$ cat config.mk
export PLATFORM = sky130hd
export DESIGN_NAME = adc_seq_top
export DESIGN_NICKNAME = d
export VERILOG_FILES = /design/src/rtl/adc_seq_pkg.sv /design/src/rtl/adc_seq_core.sv /design/src/rtl/adc_seq_ctrl.sv /design/src/rtl/adc_seq_top.sv
export SDC_FILE = /design/constraint.sdc
export NUM_CORES = 1
export LEC_CHECK = 0
export CORE_ASPECT_RATIO = 1.75
export CORE_MARGIN = 8
export CORE_UTILIZATION = 55
export DETAILED_ROUTE_END_ITERATION = 6
export PLACE_DENSITY_LB_ADDON = 0.08
export SYNTH_ARGS = -nofsm -noshare
export SYNTH_HDL_FRONTEND = slang
export SYNTH_SLANG_ARGS = --single-unit
$ cat constraint.sdc
create_clock -name clk_i -period 6.32 [get_ports clk_i]
set_input_delay 0.632 -clock clk_i [delete_from_list [all_inputs] [get_ports clk_i]]
set_output_delay 0.632 -clock clk_i [all_outputs]
set_load 0.005 [all_outputs]
$ cat src/rtl/adc_seq_pkg.sv
package adc_seq_pkg;

    typedef enum logic [1:0] {
        ST_STOP    = 2'd0,
        ST_STANDBY = 2'd1,
        ST_CONV    = 2'd2
    } seq_state_e;

endpackage

$ cat src/rtl/adc_seq_core.sv
module adc_seq_core #(
    parameter int CH_W  = 3,
    parameter int RES_W = 12,
    parameter int LAT   = 16
) (
    input  logic             clk_i,
    input  logic             rst_ni,
    input  logic             start_i,
    input  logic             abort_i,
    input  logic [CH_W-1:0]  ch_i,
    output logic             busy_o,
    output logic             done_o,
    output logic [RES_W-1:0] result_o
);
    localparam int CNT_W = $clog2(LAT + 1);

    typedef struct packed {
        logic             busy;
        logic [CNT_W-1:0] cnt;
        logic [CH_W-1:0]  ch;
    } core_s;

    core_s core_d, core_q;

    always_comb begin
        core_d = core_q;
        if (start_i) begin
            core_d.busy = 1'b1;
            core_d.cnt  = CNT_W'(LAT - 1);
            core_d.ch   = ch_i;
        end else if (abort_i) begin
            core_d.busy = 1'b0;
        end else if (core_q.busy) begin
            if (core_q.cnt == '0) core_d.busy = 1'b0;
            else                  core_d.cnt  = core_q.cnt - 1'b1;
        end
    end

    always_ff @(posedge clk_i) begin
        if (!rst_ni) core_q <= '0;
        else         core_q <= core_d;
    end

    assign busy_o   = core_q.busy;
    assign done_o   = core_q.busy && (core_q.cnt == '0);
    assign result_o = RES_W'((32'(core_q.ch) + 32'd1) * 32'd97);

    AST_CNT_IN_RANGE: assert property (@(posedge clk_i) disable iff (!rst_ni)
        core_q.busy |-> (core_q.cnt <= CNT_W'(LAT - 1)));

endmodule

$ cat src/rtl/adc_seq_ctrl.sv
module adc_seq_ctrl
    import adc_seq_pkg::*;
#(
    parameter int CH_W  = 3,
    parameter int RES_W = 12
) (
    input  logic             clk_i,
    input  logic             rst_ni,
    input  logic             en_wr_i,
    input  logic             en_wdata_i,
    input  logic             go_wr_i,
    input  logic             go_wdata_i,
    input  logic             ch_wr_i,
    input  logic [CH_W-1:0]  ch_wdata_i,
    input  logic             hw_trig_i,
    input  logic             core_done_i,
    input  logic [RES_W-1:0] core_result_i,
    output logic             core_start_o,
    output logic             core_abort_o,
    output logic [CH_W-1:0]  core_ch_o,
    output logic             en_o,
    output logic             go_o,
    output logic [CH_W-1:0]  ch_o,
    output logic             busy_o,
    output logic [RES_W-1:0] result_o,
    output logic             irq_o
);
    typedef struct packed {
        seq_state_e       state;
        logic             en;
        logic             go;
        logic [CH_W-1:0]  ch;
        logic [RES_W-1:0] result;
        logic             irq;
    } ctrl_s;

    ctrl_s ctrl_d, ctrl_q;

    logic en_clr, go_set, go_clr;
    assign en_clr = en_wr_i && !en_wdata_i;
    assign go_set = go_wr_i && go_wdata_i;
    assign go_clr = go_wr_i && !go_wdata_i;

    always_comb begin
        ctrl_d       = ctrl_q;
        ctrl_d.irq   = 1'b0;
        core_start_o = 1'b0;
        core_abort_o = 1'b0;
        if (ch_wr_i) ctrl_d.ch = ch_wdata_i;
        unique case (ctrl_q.state)
            ST_STOP: begin
                if (en_wr_i && en_wdata_i) begin
                    ctrl_d.state = ST_STANDBY;
                    ctrl_d.en    = 1'b1;
                end
            end
            ST_STANDBY: begin
                if (en_clr) begin
                    ctrl_d.state = ST_STOP;
                    ctrl_d.en    = 1'b0;
                end else if (go_set) begin
                    ctrl_d.state = ST_CONV;
                    ctrl_d.go    = 1'b1;
                    core_start_o = 1'b1;
                end
            end
            ST_CONV: begin
                if (en_clr) begin
                    ctrl_d.state = ST_STOP;
                    ctrl_d.en    = 1'b0;
                    ctrl_d.go    = 1'b0;
                    core_abort_o = 1'b1;
                end else if (go_clr) begin
                    ctrl_d.state = ST_STANDBY;
                    ctrl_d.go    = 1'b0;
                    core_abort_o = 1'b1;
                end else if (go_set || ch_wr_i) begin
                    core_start_o = 1'b1;
                end else if (core_done_i) begin
                    ctrl_d.state  = ST_STANDBY;
                    ctrl_d.go     = 1'b0;
                    ctrl_d.result = core_result_i;
                    ctrl_d.irq    = 1'b1;
                end
            end
            default: ctrl_d = '0;
        endcase
    end

    always_ff @(posedge clk_i) begin
        if (!rst_ni) ctrl_q <= '0;
        else         ctrl_q <= ctrl_d;
    end

    assign core_ch_o = ctrl_d.ch;
    assign en_o      = ctrl_q.en;
    assign go_o      = ctrl_q.go;
    assign ch_o      = ctrl_q.ch;
    assign busy_o    = (ctrl_q.state == ST_CONV);
    assign result_o  = ctrl_q.result;
    assign irq_o     = ctrl_q.irq;

    AST_IRQ_ONE_CYCLE: assert property (@(posedge clk_i) disable iff (!rst_ni)
        ctrl_q.irq |=> !ctrl_q.irq);
    AST_GO_AUTO_CLEAR: assert property (@(posedge clk_i) disable iff (!rst_ni)
        $rose(ctrl_q.irq) |-> $fell(ctrl_q.go));
    AST_GO_NEEDS_EN: assert property (@(posedge clk_i) disable iff (!rst_ni)
        !ctrl_q.en |-> !ctrl_q.go);
    AST_NO_HW_START: assert property (@(posedge clk_i) disable iff (!rst_ni)
        (hw_trig_i && ctrl_q.state != ST_CONV && !go_set) |=> ctrl_q.state != ST_CONV);
    AST_RESULT_ONLY_ON_IRQ: assert property (@(posedge clk_i) disable iff (!rst_ni)
        !$stable(ctrl_q.result) |-> ctrl_q.irq);

endmodule

$ cat src/rtl/adc_seq_top.sv
module adc_seq_top #(
    parameter int CH_W  = 3,
    parameter int RES_W = 12,
    parameter int LAT   = 16
) (
    input  logic             clk_i,
    input  logic             rst_ni,
    input  logic             en_wr_i,
    input  logic             en_wdata_i,
    input  logic             go_wr_i,
    input  logic             go_wdata_i,
    input  logic             ch_wr_i,
    input  logic [CH_W-1:0]  ch_wdata_i,
    input  logic             hw_trig_i,
    output logic             en_o,
    output logic             go_o,
    output logic [CH_W-1:0]  ch_o,
    output logic             busy_o,
    output logic [RES_W-1:0] result_o,
    output logic             eoc_irq_o
);
    logic             core_start, core_abort, core_busy, core_done;
    logic [CH_W-1:0]  core_ch;
    logic [RES_W-1:0] core_result;

    adc_seq_ctrl #(.CH_W(CH_W), .RES_W(RES_W)) ctrl_i (
        .clk_i         (clk_i),
        .rst_ni        (rst_ni),
        .en_wr_i       (en_wr_i),
        .en_wdata_i    (en_wdata_i),
        .go_wr_i       (go_wr_i),
        .go_wdata_i    (go_wdata_i),
        .ch_wr_i       (ch_wr_i),
        .ch_wdata_i    (ch_wdata_i),
        .hw_trig_i     (hw_trig_i),
        .core_done_i   (core_done),
        .core_result_i (core_result),
        .core_start_o  (core_start),
        .core_abort_o  (core_abort),
        .core_ch_o     (core_ch),
        .en_o          (en_o),
        .go_o          (go_o),
        .ch_o          (ch_o),
        .busy_o        (busy_o),
        .result_o      (result_o),
        .irq_o         (eoc_irq_o)
    );

    adc_seq_core #(.CH_W(CH_W), .RES_W(RES_W), .LAT(LAT)) core_i (
        .clk_i    (clk_i),
        .rst_ni   (rst_ni),
        .start_i  (core_start),
        .abort_i  (core_abort),
        .ch_i     (core_ch),
        .busy_o   (core_busy),
        .done_o   (core_done),
        .result_o (core_result)
    );

    AST_CORE_TRACKS_STATE: assert property (@(posedge clk_i) disable iff (!rst_ni)
        busy_o == core_busy);
    AST_NO_IRQ_WHEN_OFF: assert property (@(posedge clk_i) disable iff (!rst_ni)
        eoc_irq_o |-> en_o);

endmodule

* Word level (Yosys, flattened, before mapping) *
Index checks and enable logic that the tools add are counted.

operators by class
  add/subtract/negate cells = 2
  multiplexer cells = 38
  multipliers = 1
  equal/unequal tests = 14
  reductions and logical operators = 19
  bitwise gates (word level) = 5

operators with widths
  operator                                                                 count
  13-bit 2-to-1 mux                                                        4
  32-bit by 7-bit multiplier with 12-bit output, second input constant     1
  13-bit one-hot mux with 2 select lines                                   1
  1-bit 2-to-1 mux                                                         17
  2-bit 2-to-1 mux                                                         6
  6-bit 2-to-1 mux                                                         2
  5-bit 2-to-1 mux                                                         2
  2-bit by 1-bit inequality test with 1-bit output, second input constant  5
  5-bit AND reduction                                                      2
  3-bit 2-to-1 mux                                                         3
  3-bit one-hot mux with 3 select lines                                    1
  2-bit inequality test, second input constant                             4
  3-bit AND reduction                                                      2
  1-bit logical AND                                                        5
  5-bit logical NOT                                                        1
  1-bit NOT                                                                5
  5-bit by 1-bit subtractor with 5-bit output, second input constant       1
  3-bit by 1-bit adder with 4-bit output, second input constant            1
  4-bit by 1-bit inequality test with 1-bit output, second input constant  1
  4-bit by 2-bit inequality test with 1-bit output, second input constant  1
  4-bit AND reduction                                                      1
  2-bit OR reduction                                                       2
  3-bit by 1-bit inequality test with 1-bit output, second input constant  1
  1-bit one-hot mux with 3 select lines                                    1
  8 further kinds                                                          9

storage, ports and cells
  input port bits = 11
  word-level logic and storage cells = 89
  output and inout port bits = 19
  flip-flop bits (word level) = 29

* Longest topological paths before layout *
Gate-level depths: netlist (run 1).

  depth in word-level cells = 8
  depth in mapped cells = 9
  gate-level depth less buffers = 9

* Modules after synthesis *
A second synthesis (run 1) with hierarchy kept.

unflattened totals
  cell total of the unflattened synthesis = 179
  area, all modules = 1720.4 sq um

modules (own cells, without submodules)
  module        times used  area each (sq um)  cells an instance  seq. area each (sq um)
  adc_seq_ctrl  1           1077.3             113                400.4
  adc_seq_core  1           643.1              66                 180.2

* Least setup slack after synthesis (run 1) *
OpenSTA, ideal clock, no wires.

  kind = reg-to-reg
  start point = reg core_i.core_q[0] (netlist name)
  end point = reg ctrl_i.ctrl_q, in the netlist ctrl_i.result_o[11]
  library setup time = 0.117 ns
  data arrival time = 1.977 ns
  path slack = 4.226 ns
  stages on the path, launching flop included = 8
  clock period less this slack = 2.094 ns
  path buffers = 0
  required time = 6.203 ns
  path through = dfxtp_1 -> ha_1 -> xor2_1 -> ha_1 -> ha_1 -> ha_1 -> a21o_1 -> a32o_1

between the ends
  longest elaborated chain between the ends = 7

RTL lines
  element                                        RTL line            text
  start: declaration                             adc_seq_core.sv:23  core_s core_d, core_q;
  start signal: assignment                       adc_seq_core.sv:41  else core_q <= core_d;
  3-bit by 1-bit adder with 4-bit output         adc_seq_core.sv:46  assign result_o = RES_W'((32'(core_q.ch) + 32'd1) * 32'd97);
  32-bit by 7-bit multiplier with 12-bit output  adc_seq_core.sv:46
  13-bit 2-to-1 mux                              adc_seq_ctrl.sv:79  end else if (core_done_i) begin
  13-bit 2-to-1 mux                              adc_seq_ctrl.sv:77  end else if (go_set || ch_wr_i) begin
  13-bit 2-to-1 mux                              adc_seq_ctrl.sv:73  end else if (go_clr) begin
  13-bit 2-to-1 mux                              adc_seq_ctrl.sv:68  if (en_clr) begin
  13-bit one-hot mux with 2 select lines         adc_seq_ctrl.sv:50  unique case (ctrl_q.state)
  end signal: assignment                         adc_seq_ctrl.sv:92  else ctrl_q <= ctrl_d;
  end: declaration                               adc_seq_ctrl.sv:37  ctrl_s ctrl_d, ctrl_q;

Every way passes these cells. The select of a mux whose other input is x is not followed.
A chain may end at the register's enable or synchronous reset.

* Worst setup path after layout (run 1) *
  start point = in en_wr_i
  end point = reg core_i.core_q[1] (netlist name)

between the ends
  longest elaborated chain between the ends = 3
  elaborated cells between the ends (all ways) = 4
  classes of those cells = mux (3); reduce/logical (1)

RTL lines
  element                                  RTL line                                text
  start: declaration                       adc_seq_top.sv:8                        input logic en_wr_i,
  1-bit logical AND *                      adc_seq_ctrl.sv:40                      assign en_clr = en_wr_i && !en_wdata_i;
  1-bit 2-to-1 mux (on tied branches)      adc_seq_ctrl.sv:68, adc_seq_ctrl.sv:58
  1-bit one-hot mux with 2 select lines *  adc_seq_ctrl.sv:50

Every way passes the cells marked *; elsewhere a longest branch is shown, timed or not.

==> results of run 1 <==
[cells in the mapped netlist, types with 2 or more instances]
cell | count | area [µm²]
mux2_2 | 3 | 33.8
o21a_1 | 2 | 15.0
or4_1 | 3 | 22.5
or3_1 | 2 | 12.5
clkbuf_1 | 3 | 11.3
a22o_1 | 8 | 70.1
nor2b_1 | 2 | 12.5
o21ai_0 | 3 | 15.0
nor4_1 | 3 | 18.8
or2_2 | 2 | 12.5
nand2b_1 | 4 | 25.0
o211ai_1 | 2 | 15.0
inv_1 | 14 | 52.6
a211oi_1 | 2 | 15.0
xor2_1 | 4 | 35.0
nand3_1 | 2 | 10.0
nor2_1 | 5 | 18.8
nor3_1 | 3 | 15.0
o22a_1 | 2 | 17.5
nor3b_1 | 2 | 15.0
nand2_1 | 8 | 30.0
a22oi_1 | 3 | 22.5
a31oi_1 | 4 | 25.0
dfxtp_1 | 27 | 541
buf_4 | 15 | 113
o31ai_1 | 2 | 15.0
ha_1 | 14 | 175
a21oi_1 | 4 | 20.0
a21boi_0 | 2 | 15.0
[state kept, by name, indices dropped and copies added (netlist names)]
name	count
ctrl_i.result_o	10
core_i.core_q	8
ctrl_i.ch_o	3
ctrl_i.ctrl_q	2
core_i.busy_o	1
ctrl_i.en_o	1
ctrl_i.go_o	1
ctrl_i.irq_o	1
[metrics by stage]
| stage | std cells | setup WS (ps) |
|---|---|---|
| 2_1_floorplan | 167 | 4230 |
| 3_3_place_gp | 203 | 3690 |
| 3_5_place_dp | 203 | 3690 |
| 4_1_cts | 207 | 3970 |
| 5_1_grt | 207 | 3880 |
| 6_report | 207 | 3990 |
[final timing paths]
path                                                       from                                to  slack [ps]  cells past startpoint
worst max-delay path                                    en_wr_i     core_i.core_q[1]$_SDFFE_PN0P_        3990                      5
worst min-delay path            ctrl_i.result_o[6]$_SDFFE_PN0P_   ctrl_i.result_o[6]$_SDFFE_PN0P_         490                      1
worst max register to register    core_i.core_q[0]$_SDFFE_PN0P_  ctrl_i.result_o[11]$_SDFFE_PN0P_        4000                      7
worst min register to register  ctrl_i.result_o[6]$_SDFFE_PN0P_   ctrl_i.result_o[6]$_SDFFE_PN0P_         490                      1
[power by group through the flow]
stage / clock network (W) / registers, W / logic, W
global route: 0.000108 / 0.000195 / 0.000152
detailed placement: 0 / 0.000198 / 0.000137
global placement: 0 / 0.000197 / 0.000132
floorplan: 0 / 0.000195 / 0.000101
CTS: 0.000101 / 0.000194 / 0.000138
finish: 0.0000983 / 0.000194 / 0.000138
[cells in the final DEF (no fill, tap or decap), types with 3 or more instances in the layout]
| master | Yosys | final |
|---|---|---|
| a21oi_1 | 4 | 4 |
| a22o_1 | 8 | 8 |
| a22oi_1 | 3 | 3 |
| a31oi_1 | 4 | 4 |
| clkbuf_8 | 0 | 3 |
| clkdlybuf4s50_1 | 0 | 27 |
| dfxtp_1 | 27 | 27 |
| ha_1 | 14 | 14 |
| inv_1 | 14 | 14 |
| mux2_2 | 3 | 3 |
| nand2_1 | 8 | 8 |
| nand2b_1 | 4 | 4 |
| nor2_1 | 5 | 5 |
| nor3_1 | 3 | 3 |
| nor4_1 | 3 | 3 |
| o21ai_0 | 3 | 3 |
| or4_1 | 3 | 3 |
| xor2_1 | 4 | 4 |
[routing by layer]
| metal | routed length (µm) | track usage, % |
|---|---|---|
| met1 | 1190 | 11.5 |
| met3 | 123 | 2.93 |
| met5 | 0 | 0 |
| met4 | 79 | 6.81 |
| met2 | 1960 | 27.3 |
[layout make-up]
cell class / count / area [µm²]
Clock buffer: 3 / 41.3
Clock inverter: 1 / 5.00
Fill cell: 227 / 922
Inverter: 14 / 52.6
Multi-Input combinational cell: 108 / 856
Sequential cell: 27 / 541
Tap cell: 27 / 33.8
Timing Repair Buffer: 27 / 270
[kinds of logic (layout without fill, tap and decap cells)]
kind of cell	count (synthesis)	after routing	synth area share (%)
AO/OA/AOI/OAI	41	41	19.7
buffers and inverters	32	45	11.2
adder cells (fa/ha/maj)	14	14	11.1
AND/OR/NAND/NOR	43	43	17.7
XOR/XNOR	5	5	2.78
other	1	1	0.238
flip-flops	27	27	34.4
multiplexers	4	4	2.78
==> results.toml, run 1 <==
[global_routing]
grt_max_degree = 16
grt_pass1_vias = 1281
grt_pass1_wl_mm = 5.44
antenna_found_initial = 0
grt_use_total_pct = 13.5
overflow = 0

[power_and_ir_drop]
power_density_nw_per_um2 = 239
p_int_w = 0.000291
switchingPower_w = 0.000140
power.total_w = 0.000430
irDropWorstVdd_v = 0.000210
p_seq_share_pct = 45.0
p_comb_share_pct = 32.1
pwr-share-clk_pct = 22.8
switching_share_pct = 32.5
power.leakage_nw = 0.764

[setup_path]
path_class = "in -> reg"
cp_slowest_cell = "clkdlybuf4s50_1"
crit_arrival_ps = 2480
cp_max_fo = 7
crit_chain = "clkdlybuf4s50_1, nor2b_1, a211oi_1, o21ai_1, a22oi_1"
startpoint_type = "primary input"
cp_num_buf_inv = 1
slowest_delay_ps = 510
cp-end-kind = "register"
worst_ep_required_time_ps = 6460
path_delay_family = "compound AO/OA/AOI/OAI gates"

[place]
finalWeightedCongestion = 0.868
port-buffer-count = 27
dp_hpwl_mm = 2.69
place_area_um2 = 1750

[hold_path]
hold_class = "reg -> reg"

[clock_network]
cts-root-buf = "clkbuf_8"
cts_setup_buffers = 0
cts_tree = "yes"
numCtsBuffers = 3
cts_sinks = 27
cts_hold_buf = 0
h-tree-depth = 1
cts.repair.resized = 0
ctsLongestPathBuffers = 2
clk_latency_ps = 270
clk_pin_slew_ps = 90

[die]
fp.dieH_um = 86.7
io_pins = 30
rows = 25
core-area_um2 = 2720
die_area_um2 = 4890
start_util_pct = 57.8
die_w_um = 56.4

[final_layout]
final_nets = 206
design_area_um2 = 1800
drive_gt1_share_pct = 7.78
post-route-util_pct = 66.1
diodes = 0
area_growth_pct = 14.4

[detailed_routing]
drt-total-wl_mm = 3.36
drt_iter0_markers = 46
firstDrtPassIters = 4
via_per_inst = 6.07
drc = 0
vias = 1256
wire_per_inst_um = 16.2
final_antenna_net_count = 0

[sta]
min_period_ps = 2330
setup_viol_count_final = 0
finalCritPeriodShare_pct = 36.9
skew_ps = 3.84
setup_tns_ps = 0
max_freq_mhz = 428
rsz0062_at_grt = "no"
finalHoldViolCount = 0
hold_ws_ps = 485
worstMarginPinSlew_ps = 556
drv_slew = 0
maxSlewHeadroom_pct = 62.7

[logic_synthesis]
ys.flop_type = "dfxtp_1"
syn_inst = 167
synthesis.nets = 192
async_flop_share_pct = 0
syn_area_um2 = 1570
syn_area_per_cell_um2 = 9.42
ys_seq_area_share_pct = 34.4
yosys_warnings = 0
synth-edff-count = 0
ys_types = 46
synth_seq_cells = 27

[flow_run]
drv_cap = 0

[outcome]
status = "completed"
Power figures use the tool's default switching activity.
==> run 2: changes to the inputs <==
Settings changed: CORE_UTILIZATION 55 to 46.
Clock period 6.32 ns to 1.9 ns, I/O delays scaled along.
==> results.toml, run 2 (synthesis gave the netlist of run 1 again) <==
[hold_path]
hold_class = "reg -> reg"

[global_routing]
grt_use_total_pct = 14.4
grt_max_degree = 16
grt_pass1_vias = 1477
overflow = 0
grt_pass1_wl_mm = 6.36
antenna_found_initial = 0

[setup_path]
cp-end-kind = "register"
crit_top_cell = "ha_4"
worst_ep_required_time_ps = 2070
slowest_delay_ps = 380
crit_arrival_ps = 2060
cp_max_fo = 4
crit_chain = "ha_4, xor2_4, ha_2, and2_4, ha_4, a21o_1, a32o_1"
ff2ff_setup_slack_ps = 6
startpoint_type = "register"
path_class = "reg -> reg"
cp_slowest_cell = "dfxtp_2"

[sta]
fin_ws_ps = 6.36
skew_ps = 6.54
maxSlewHeadroom_pct = 66.6
worstMarginPinSlew_ps = 500
rsz0062_at_grt = "yes"
finalHoldViolCount = 0
drv_slew = 0
finalCritPeriodShare_pct = 99.7
setup_viol_count_final = 0
max_freq_mhz = 528
min_period_ps = 1890

[detailed_routing]
firstDrtPassIters = 4
drt_iter0_markers = 36
via_per_inst = 5.40
drt-total-wl_mm = 3.84
drc = 0
wire_per_inst_um = 15.5
vias = 1340
final_antenna_net_count = 0

[die]
start_util_pct = 47.3
die_area_um2 = 5620
io_pins = 30
core-area_um2 = 3330
rows = 28
fp.dieH_um = 93.4
die_w_um = 60.2

[place]
port-buffer-count = 27
finalWeightedCongestion = 0.914
pre_cts_slack_ps = -130
dp_hpwl_mm = 2.97

[flow_run]
drv_cap = 0

[clock_network]
clk_latency_ps = 270
numCtsBuffers = 3
clk_pin_slew_ps = 100
cts_tree = "yes"
h-tree-depth = 1
ctsLongestPathBuffers = 2
cts_sinks = 27
cts_hold_buf = 0
cts-root-buf = "clkbuf_8"

[final_layout]
final_common_cell = "clkdlybuf4s50_1"
final_nets = 229
diodes = 0
layout_common_cells = "27 x clkdlybuf4s50_1, 23 x dfxtp_1, 22 x buf_4"
post-route-util_pct = 64.0
largest_reg_flops = 10
area_growth_pct = 35.5
drive_gt1_share_pct = 27.6
fill_cells = 293

[power_and_ir_drop]
switchingPower_w = 0.000514
p_comb_share_pct = 37.0
p_int_w = 0.00104
power_density_nw_per_um2 = 729
pwr-share-clk_pct = 21.3
p_seq_share_pct = 41.7
irDropWorstVdd_v = 0.000644
switching_share_pct = 33.1
power.leakage_nw = 0.884

[outcome]
status = "completed"
==> run 2: worst max-delay path: cells and delay by family, from the launching register on <==
kind                     cells  cell delay (ps)
AO/OA/AOI/OAI                2              420
XOR/XNOR                     1              210
AND/OR/NAND/NOR              1              170
adder cells (fa/ha/maj)      3              620
flip-flops                   1              380
==> run 2: final timing paths <==
kind | from | end | cells past startpoint
setup / recovery | core_i.core_q[1]$_SDFFE_PN0P_ | ctrl_i.result_o[11]$_SDFFE_PN0P_ | 7
hold reg to reg | ctrl_i.result_o[11]$_SDFFE_PN0P_ | ctrl_i.result_o[11]$_SDFFE_PN0P_ | 1
setup reg to reg | core_i.core_q[1]$_SDFFE_PN0P_ | ctrl_i.result_o[11]$_SDFFE_PN0P_ | 7
hold / removal | ctrl_i.result_o[11]$_SDFFE_PN0P_ | ctrl_i.result_o[11]$_SDFFE_PN0P_ | 1
==> run 2: layout make-up <==
class	instances	area, µm²	share of cell area (%)
multi-input cells	109	992	46.6
flip-flops and latches	27	548	25.7
repair buffers	49	435	20.4
well taps	45	56.3	2.64
inverters	14	52.6	2.47
clock buffers	3	41.3	1.94
clock inverters	1	5.00	0.235
==> run 2: per-layer routing <==
layer | vias to the layer above | GRT usage [%] | routed length [µm]
met5 | - | 0 | 0
met4 | 0 | 5.81 | 87
met3 | 8 | 1.93 | 101
met2 | 29 | 28.7 | 2260
met1 | 646 | 13.4 | 1390
li1 | 657 | - | -
==> run 2: through the flow <==
step / area (µm²) / TNS [ps] / std cells / total power [W] / hold WS, ps
global route: 2130 / -111 / 248 / 0.00165 / 519
detailed placement: 1990 / -865 / 242 / 0.00119 / 464
finish: 2130 / 0 / 248 / 0.00155 / 483
floorplan: 1630 / 0 / 167 / 0.000994 / 367
global placement: 1990 / -502 / 242 / 0.00116 / 449
CTS: 2100 / 0 / 246 / 0.00153 / 486
==> run 2: what timing repair did <==
item	CTS	global route
pin swaps	1	2
cloned	0	1
setup buffers	0	1
endpoints found under the setup margin	2	17
hold endpoints to repair	0	0
gates resized for setup	9	6
==> run 2: power by group through the flow <==
stage	Sequential [W]	Combinational [W]	Clock [W]
after CTS	0.000648	0.000540	0.000337
after global routing	0.000655	0.000628	0.000366
after detailed placement	0.000659	0.000526	0
final	0.000647	0.000575	0.000330
after global placement	0.000656	0.000508	0
after floorplan	0.000653	0.000341	0
==> run 3: changes to the inputs <==
Settings changed: MAX_ROUTING_LAYER set to met4.
==> results of run 3 <==
Final layout, timing and power as in run 2 (identical DEF).
Among the figures that moved: final weighted congestion in routability-driven placement 0.914 -> 0.930; overall routing resource usage 14.4% -> 14.8%
